## src/rtl/twa_pkg.sv

```systemverilog
// Shared register-select encoding for the tablewalk address assist.
package twa_pkg;
    typedef enum logic [1:0] {
        SEL_BASE = 2'd0,
        SEL_SEG  = 2'd1,
        SEL_CTRL = 2'd2,
        SEL_SCR  = 2'd3
    } twa_sel_e;
endpackage

```

## src/rtl/twa_regfile.sv

```systemverilog
// Software-written state: the first-level base (page-number bits only), the
// full segment word, the assist-mode bit and the scratch word.
// Assumes a single write port. Writes land on the rising edge.
module twa_regfile #(
    parameter int DATA_W     = 32,
    parameter int PAGE_SHIFT = 12,
    localparam int EPN_W     = DATA_W - PAGE_SHIFT
) (
    input  logic              clk,
    input  logic              rst_n,
    input  logic              wr_en,
    input  logic [1:0]        wr_sel,
    input  logic [DATA_W-1:0] wr_data,
    output logic [EPN_W-1:0]  base_q,
    output logic [DATA_W-1:0] seg_q,
    output logic              mode_q,
    output logic [DATA_W-1:0] scr_q
);
    import twa_pkg::*;

    twa_sel_e sel;
    assign sel = twa_sel_e'(wr_sel);

    // Update the addressed register on a write; reset clears the words and sets assist mode.
    always_ff @(posedge clk) begin
        if (!rst_n) begin
            base_q <= '0;
            seg_q  <= '0;
            mode_q <= 1'b1;
            scr_q  <= '0;
        end else if (wr_en) begin
            case (sel)
                SEL_BASE: base_q <= wr_data[DATA_W-1:PAGE_SHIFT];
                SEL_SEG:  seg_q  <= wr_data;
                SEL_CTRL: mode_q <= wr_data[0];
                SEL_SCR:  scr_q  <= wr_data;
                default:  ;
            endcase
        end
    end
endmodule

```

## src/rtl/twa_ea_latch.sv

```systemverilog
// Holds the effective page number of the last data miss.
// Assumes miss_valid is a single-cycle or level event. It captures on every
// edge where it is high and is blind to register traffic.
module twa_ea_latch #(
    parameter int EPN_W = 20
) (
    input  logic             clk,
    input  logic             rst_n,
    input  logic             miss_valid,
    input  logic [EPN_W-1:0] miss_epn,
    output logic [EPN_W-1:0] ea_q
);
    // Capture the faulting page number on a miss, otherwise hold it.
    always_ff @(posedge clk) begin
        if (!rst_n) begin
            ea_q <= '0;
        end else if (miss_valid) begin
            ea_q <= miss_epn;
        end
    end
endmodule

```

## src/rtl/twa_addr_gen.sv

```systemverilog
// Combinational read path. It builds the first-level and second-level entry
// addresses from the stored bases and the captured page number, then selects
// the read word. Assumes EPN_W == 2*IDX_W, so the two index fields together
// cover the whole page number.
module twa_addr_gen #(
    parameter int DATA_W     = 32,
    parameter int PAGE_SHIFT = 12,
    parameter int ENT_SHIFT  = 2,
    localparam int EPN_W     = DATA_W - PAGE_SHIFT,
    localparam int IDX_W     = PAGE_SHIFT - ENT_SHIFT
) (
    input  logic [1:0]        rd_sel,
    input  logic [EPN_W-1:0]  base_q,
    input  logic [DATA_W-1:0] seg_q,
    input  logic              mode_q,
    input  logic [DATA_W-1:0] scr_q,
    input  logic [EPN_W-1:0]  ea_q,
    output logic [DATA_W-1:0] rd_data
);
    import twa_pkg::*;

    logic [IDX_W-1:0]  l1_idx;
    logic [IDX_W-1:0]  l2_idx;
    logic [DATA_W-1:0] l1_addr;
    logic [DATA_W-1:0] l2_addr;
    logic [DATA_W-1:0] seg_rd;

    assign l1_idx  = ea_q[EPN_W-1 -: IDX_W];
    assign l2_idx  = ea_q[EPN_W-IDX_W-1 -: IDX_W];
    assign l1_addr = {base_q, l1_idx, {ENT_SHIFT{1'b0}}};
    assign l2_addr = {seg_q[DATA_W-1:PAGE_SHIFT], l2_idx, {ENT_SHIFT{1'b0}}};
    assign seg_rd  = mode_q ? l2_addr : seg_q;

    // Select the word returned for the current read address.
    always_comb begin
        case (twa_sel_e'(rd_sel))
            SEL_BASE: rd_data = l1_addr;
            SEL_SEG:  rd_data = seg_rd;
            SEL_CTRL: rd_data = {{(DATA_W-1){1'b0}}, mode_q};
            SEL_SCR:  rd_data = scr_q;
            default:  rd_data = '0;
        endcase
    end
endmodule

```

## src/rtl/twa_assist.sv

```systemverilog
// Top of the tablewalk address assist. It ties together the register file,
// the fault-address latch and the read-path address composer.
// Assumes DATA_W - PAGE_SHIFT == 2*(PAGE_SHIFT - ENT_SHIFT).
module twa_assist #(
    parameter int DATA_W     = 32,
    parameter int PAGE_SHIFT = 12,
    parameter int ENT_SHIFT  = 2,
    localparam int EPN_W     = DATA_W - PAGE_SHIFT
) (
    input  logic              clk,
    input  logic              rst_n,
    input  logic              wr_en,
    input  logic [1:0]        wr_sel,
    input  logic [DATA_W-1:0] wr_data,
    input  logic [1:0]        rd_sel,
    output logic [DATA_W-1:0] rd_data,
    input  logic              miss_valid,
    input  logic [EPN_W-1:0]  miss_epn
);
    logic [EPN_W-1:0]  base_q;
    logic [DATA_W-1:0] seg_q;
    logic              mode_q;
    logic [DATA_W-1:0] scr_q;
    logic [EPN_W-1:0]  ea_q;

    twa_regfile #(.DATA_W(DATA_W), .PAGE_SHIFT(PAGE_SHIFT)) regs_i (
        .clk(clk), .rst_n(rst_n), .wr_en(wr_en), .wr_sel(wr_sel),
        .wr_data(wr_data), .base_q(base_q), .seg_q(seg_q),
        .mode_q(mode_q), .scr_q(scr_q)
    );

    twa_ea_latch #(.EPN_W(EPN_W)) ea_i (
        .clk(clk), .rst_n(rst_n), .miss_valid(miss_valid),
        .miss_epn(miss_epn), .ea_q(ea_q)
    );

    twa_addr_gen #(.DATA_W(DATA_W), .PAGE_SHIFT(PAGE_SHIFT), .ENT_SHIFT(ENT_SHIFT)) gen_i (
        .rd_sel(rd_sel), .base_q(base_q), .seg_q(seg_q), .mode_q(mode_q),
        .scr_q(scr_q), .ea_q(ea_q), .rd_data(rd_data)
    );
endmodule

```

## config.mk

```make
export PLATFORM = sky130hd
export DESIGN_NAME = twa_assist
export DESIGN_NICKNAME = d
export VERILOG_FILES = /design/src/rtl/twa_pkg.sv /design/src/rtl/twa_regfile.sv /design/src/rtl/twa_ea_latch.sv /design/src/rtl/twa_addr_gen.sv /design/src/rtl/twa_assist.sv
export SDC_FILE = /design/constraint.sdc
export NUM_CORES = 1
export LEC_CHECK = 0
export ABC_CLOCK_PERIOD_IN_PS = 1200
export BUFFER_PORTS_ARGS = -buffer_cell sky130_fd_sc_hd__buf_2
export CAP_MARGIN = 20
export CORE_UTILIZATION = 35
export CTS_CLUSTER_DIAMETER = 50
export DETAILED_ROUTE_END_ITERATION = 7
export PLACE_DENSITY = 0.54
export SLEW_MARGIN = 5
export SYNTH_ARGS = -nofsm -noshare
export SYNTH_HDL_FRONTEND = slang
export SYNTH_SLANG_ARGS = --single-unit
```

## constraint.sdc

```tcl
create_clock -name clk -period 1.2 [get_ports clk]
set_clock_uncertainty 0.1 [all_clocks]
set_input_delay 0.12 -clock clk [delete_from_list [all_inputs] [get_ports clk]]
set_output_delay 0.12 -clock clk [all_outputs]
set_load 0.01 [all_outputs]
```

* After elaboration in Yosys (flattened, before gate mapping) *
Cells that the tools add are included.
Widths: inputs -> output; s select.

storage, ports and cells
  logic and storage cells = 19
  bits of input ports = 60
  output and inout bits = 32
  register bits after elaboration = 105

cells by class
  equal/unequal tests = 6
  reduce and logical (&&, ||, !) cells = 6
  muxes and demuxes = 2

operators by type and width
  operator            number
  $pmux 32 s4         1
  $mux 12             1
  $eq 2x2->1 const B  4
  $reduce_and 2->1    4
  $eq 2x1->1 const B  2
  $logic_not 2->1     2

* Longest topological paths before layout *
  word-level depth = 2
  gate-level depth with buffers = 5
  depth with buffers taken out = 2

* By module *
Synthesis repeated with hierarchy kept, for this count alone.

unflattened totals
  cells, all modules = 471
  area total of the unflattened synthesis = 4782.1 um2

by module, submodules not included
  module        sequential area each (um2)  area each (um2)  times used  cells an instance
  twa_regfile   1701.6                      3169.3           1           314
  twa_addr_gen  0.0                         857.1            1           93
  twa_ea_latch  400.4                       755.7            1           64

* Worst setup path after synthesis *
Ideal clock, no wire load.

  path kind = register -> output
  start = register regs_i.mode_q
  end = output rd_data[2]
  arrival = 1.003 ns
  path buffers = 2
  required time = 0.980 ns
  path slack = -0.023 ns
  cell stages (with the launch flop) = 5
  path through = dfxtp_1 buf_2 buf_2 mux2i_1 o211ai_1

between the ends
  longest elaborated chain between the ends = 2

RTL lines
  item                    RTL line            RTL
  from (decl)             twa_regfile.sv:16   output logic mode_q,
  from (signal assigned)  twa_regfile.sv:35   SEL_CTRL: mode_q <= wr_data[0];
  $mux 12                 twa_addr_gen.sv:32  assign seg_rd = mode_q ? l2_addr : seg_q;
  $pmux 32 s4             twa_addr_gen.sv:36  case (twa_sel_e'(rd_sel))
  to (decl)               twa_assist.sv:16    output logic [DATA_W-1:0] rd_data,

Every way passes these cells.

* Worst setup path in the final report *
  start = register regs_i.mode_q
  end = output rd_data[1]

The elaborated chain is that of the path after synthesis.

==> impl_metrics.xml <==
<?xml version="1.0" encoding="UTF-8"?>
<metrics>
  <group name="synth">
    <metric name="postSynthCellCount" unit="">481</metric>
    <metric name="ys_ff_latch" unit="">105</metric>
    <metric name="post_synth_main_area_contributors" unit="">sky130_fd_sc_hd__dfxtp_1 44%, sky130_fd_sc_hd__mux2i_1 24%, sky130_fd_sc_hd__nand2_1 9.1%</metric>
    <metric name="synth_fp_nets" unit="">541</metric>
    <metric name="synth_mux_area_share" unit="%">29.2</metric>
    <metric name="synth-seq-area-share" unit="%">43.8</metric>
    <metric name="synthAdderAreaFrac" unit="%">0</metric>
    <metric name="synth-simple-area-share" unit="%">16.4</metric>
    <metric name="area_fraction_in_compound_gates_after_synthesis" unit="%">5.68</metric>
    <metric name="synth_xor_area_share" unit="%">0</metric>
    <metric name="synth_top_family_by_area" unit="">multiplexers</metric>
    <metric name="yosysUniqueCellTypes" unit="">25</metric>
    <metric name="synth_area_per_cell" unit="um^2">9.98</metric>
    <metric name="post-synth-top-area-cell" unit="">sky130_fd_sc_hd__dfxtp_1</metric>
    <metric name="yosys_warning_count" unit="">0</metric>
    <metric name="post_synthesis_cell_area" unit="mm^2">0.00480</metric>
    <metric name="post-synth-top-area-fraction" unit="%">43.8</metric>
  </group>
  <group name="worst_setup_path">
    <metric name="worstPathRequired" unit="ns">0.98</metric>
    <metric name="cp-startpoint" unit="">regs_i.mode_q</metric>
    <metric name="ff2ff_setup_slack" unit="ns">0.36</metric>
    <metric name="path_max_fanout" unit="">3</metric>
    <metric name="path_class" unit="">reg2out</metric>
    <metric name="timing.rr.start" unit="">regs_i.mode_q</metric>
    <metric name="path_cells" unit="">or3b_1 -&gt; a21boi_2 -&gt; buf_2</metric>
    <metric name="critPathLaunchType" unit="">flip-flop</metric>
    <metric name="crit_path_max_incr_delay" unit="ns">0.36</metric>
    <metric name="timing.reg2reg.worst_path_depth" unit="">3</metric>
    <metric name="worst_ep_arrival_time" unit="ns">1.35</metric>
    <metric name="timing.critical_path.to_type" unit="">primary output</metric>
    <metric name="cp_slowest_cell" unit="">sky130_fd_sc_hd__dfxtp_4</metric>
  </group>
  <group name="final_layout">
    <metric name="finalNonFillerCells" unit="">802</metric>
    <metric name="register_area" unit="mm^2">0.00213</metric>
    <metric name="layout_commonest_cell" unit="">sky130_fd_sc_hd__nand2_1</metric>
    <metric name="area_growth_syn_to_layout" unit="%">34.5</metric>
    <metric name="layout-drive-gt1-share" unit="%">27.7</metric>
    <metric name="finalNetCount" unit="">679</metric>
    <metric name="postLayoutCoreUtil" unit="%">48.6</metric>
    <metric name="multi_input_area" unit="mm^2">0.00250</metric>
    <metric name="fillers" unit="">1238</metric>
    <metric name="commonest_non_fill_non_tap_cells_in_the_layout" unit="">117 x sky130_fd_sc_hd__nand2_1, 114 x sky130_fd_sc_hd__mux2i_1, 90 x sky130_fd_sc_hd__buf_2, 87 x sky130_fd_sc_hd__dfxtp_1, 52 x sky130_fd_sc_hd__dlygate4sd3_1</metric>
  </group>
  <group name="drt">
    <metric name="routed_via_density" unit="">4.71</metric>
    <metric name="post-route-drc-count" unit="">0</metric>
    <metric name="totalWireLength" unit="um">11500</metric>
    <metric name="drt-wirelength-per-cell" unit="um">14.4</metric>
    <metric name="dr_total_vias" unit="">3779</metric>
    <metric name="detail_route.iter0.violations" unit="">168</metric>
    <metric name="firstDrtPassIters" unit="">4</metric>
    <metric name="post_route_ant_nets" unit="">0</metric>
  </group>
  <group name="pwr">
    <metric name="power.switching" unit="uW">1860</metric>
    <metric name="share_clk_of_total_power" unit="%">40.6</metric>
    <metric name="switching_share" unit="%">23.5</metric>
    <metric name="comb_power_share" unit="%">12.7</metric>
    <metric name="share_seq_of_total_power" unit="%">46.7</metric>
    <metric name="power_density" unit="mW/mm^2">1230</metric>
    <metric name="static-leakage-power" unit="uW">0.00310</metric>
    <metric name="p_int" unit="uW">6050</metric>
    <metric name="post-layout-total-power" unit="uW">7920</metric>
    <metric name="irDropWorstVdd" unit="V">0.000872</metric>
  </group>
  <group name="global_route">
    <metric name="grt_pass1_vias" unit="">3923</metric>
    <metric name="grt_util_all_layers" unit="%">17.2</metric>
    <metric name="wire_length_of_the_first_global_routing_pass" unit="um">19200</metric>
    <metric name="antenna_found_initial" unit="">3</metric>
    <metric name="globalRoute.totalOverflow" unit="">0</metric>
    <metric name="grt_max_degree" unit="">41</metric>
  </group>
  <group name="timing">
    <metric name="unrepaired_setup_endpoints_after_global_routing" unit="">yes</metric>
    <metric name="report.final.hold_viol_count" unit="">0</metric>
    <metric name="finalCriticalPeriod" unit="ns">1.57</metric>
    <metric name="maxSlewViolCount" unit="">0</metric>
    <metric name="max_slew_margin" unit="%">62.5</metric>
    <metric name="tightestPinTransition" unit="ns">0.560</metric>
    <metric name="fraction_of_the_cycle_the_final_worst_path_needs" unit="%">131</metric>
    <metric name="max_clock_freq" unit="MHz">638</metric>
    <metric name="layout_setup_ws" unit="ns">-0.368</metric>
    <metric name="finalSetupViolCount" unit="">32</metric>
  </group>
  <group name="cts">
    <metric name="tritoncts_num_sinks" unit="">105</metric>
    <metric name="total_clock_buffers_created_by_cts" unit="">9</metric>
    <metric name="h-tree-depth" unit="">3</metric>
    <metric name="cts_tree" unit="">yes</metric>
    <metric name="ctsLongestPathBuffers" unit="">2</metric>
    <metric name="clock_tree.root_cell" unit="">sky130_fd_sc_hd__clkbuf_16</metric>
    <metric name="clock_latency" unit="ns">0.34</metric>
    <metric name="cts.clk_slew.worst_paths" unit="ns">0.07</metric>
  </group>
  <group name="placed_design">
    <metric name="dp_cells" unit="">729</metric>
    <metric name="numPortBuffers" unit="">91</metric>
    <metric name="post-dp-hpwl" unit="um">7840</metric>
    <metric name="place_congestion" unit="">0.740</metric>
  </group>
  <group name="die">
    <metric name="placement_rows" unit="">42</metric>
    <metric name="die_width" unit="um">119</metric>
    <metric name="design.portCount" unit="">92</metric>
    <metric name="die_area" unit="mm^2">0.0142</metric>
    <metric name="die_y" unit="um">119</metric>
    <metric name="core_area" unit="mm^2">0.0133</metric>
    <metric name="floorplan.initialDensity" unit="%">36.1</metric>
  </group>
  <group name="run_status">
    <metric name="status" unit="">finished, violations left</metric>
    <metric name="failed_checks" unit="">setup timing</metric>
  </group>
  <group name="hold_path">
    <metric name="hold_path_depth" unit="">3</metric>
    <metric name="hold_path_startpoint" unit="">wr_data[31]</metric>
    <metric name="timing.hold.worst.class" unit="">in2reg</metric>
  </group>
  <group name="flow_run">
    <metric name="max_cap_violations" unit="">0</metric>
  </group>
</metrics>
[through the flow]
stage / instance area (um^2) / TNS, ns / setup WS, ns / hold slack (ns)
2_1_floorplan: 4810 / -0.181 / -0.0226 / 0.181
3_3_place_gp: 5530 / -10.88 / -0.397 / 0.281
3_5_place_dp: 5530 / -12.07 / -0.464 / 0.286
4_1_cts: 6440 / -10.02 / -0.400 / 0.00280
5_1_grt: 6460 / -11.45 / -0.466 / 0.00341
6_report: 6460 / -9.30 / -0.368 / 0.00927
[layout make-up]
cell class / instances / area share (%)
Sequential cell: 105 / 32.9
Multi-Input combinational cell: 335 / 38.7
Antenna cell: 2 / 0.0775
Tap cell: 176 / 3.41
Inverter: 1 / 0.0581
Clock inverter: 6 / 1.39
Timing Repair Buffer: 167 / 19.7
Clock buffer: 10 / 3.70
[power groups by stage]
stage                     Combinational [uW]  Clock, uW  Sequential [uW]
after floorplan                          556          0             3750
after global placement                   854          0             3770
after detailed placement                 868          0             3770
after CTS                               1020       3310             3690
after global routing                    1100       3490             3710
final                                   1010       3210             3700
[kinds of logic after synthesis]
kind of cell | after synthesis
buffers and inverters | 41
DFF | 105
and+or+nand+nor | 168
AOI/OAI and AO/OA | 33
muxes | 134
[worst paths after layout]
check	endpoint
max reg2reg	regs_i.mode_q
min reg2reg	regs_i.seg_q[13]
max	rd_data[1]
min	regs_i.seg_q[31]
[critical path: cells and delay by family (launching register included)]
kind,cells,cell delay [ns]
and+or+nand+nor,1,0.36
buffers and inverters,1,0.15
AOI/OAI and AO/OA,1,0.14
DFF,1,0.36
[registers in the layout, indices dropped and copies added (netlist names)]
signal and flops:
ea_i.ea_q 20, regs_i.base_q 20, regs_i.mode_q 1, regs_i.scr_q 32, regs_i.seg_q 32
[what timing repair did]
item	4_1_cts	5_1_grt
endpoints found under the setup margin	32	32
endpoints found under the hold margin	99	0
pin swaps	3	1
buffers inserted	3	0
gates resized for setup	17	10
hold buffers	52	0
[routing by layer]
layer	wire length, um	GRT usage, %	part of all wire, %	vias up
li1	-	-	-	1934
met1	5300	20.8	46	1760
met2	5550	29.5	48	77
met3	615	5.80	5.3	6
met4	63	3.56	0.55	2
met5	10	0	0.087	-
[Yosys cell counts (all sizes together)]
master    n
a21boi    1
a22o     20
and3b     1
buf      34
clkbuf    6
dfxtp   105
inv       1
mux2     20
mux2i   114
nand2   117
nand2b    2
nand3    12
nand3b    2
nand4b    1
nor2      1
nor2b    20
nor3b     1
o211ai   12
or3b     11
(Power assumes the default switching activity.)
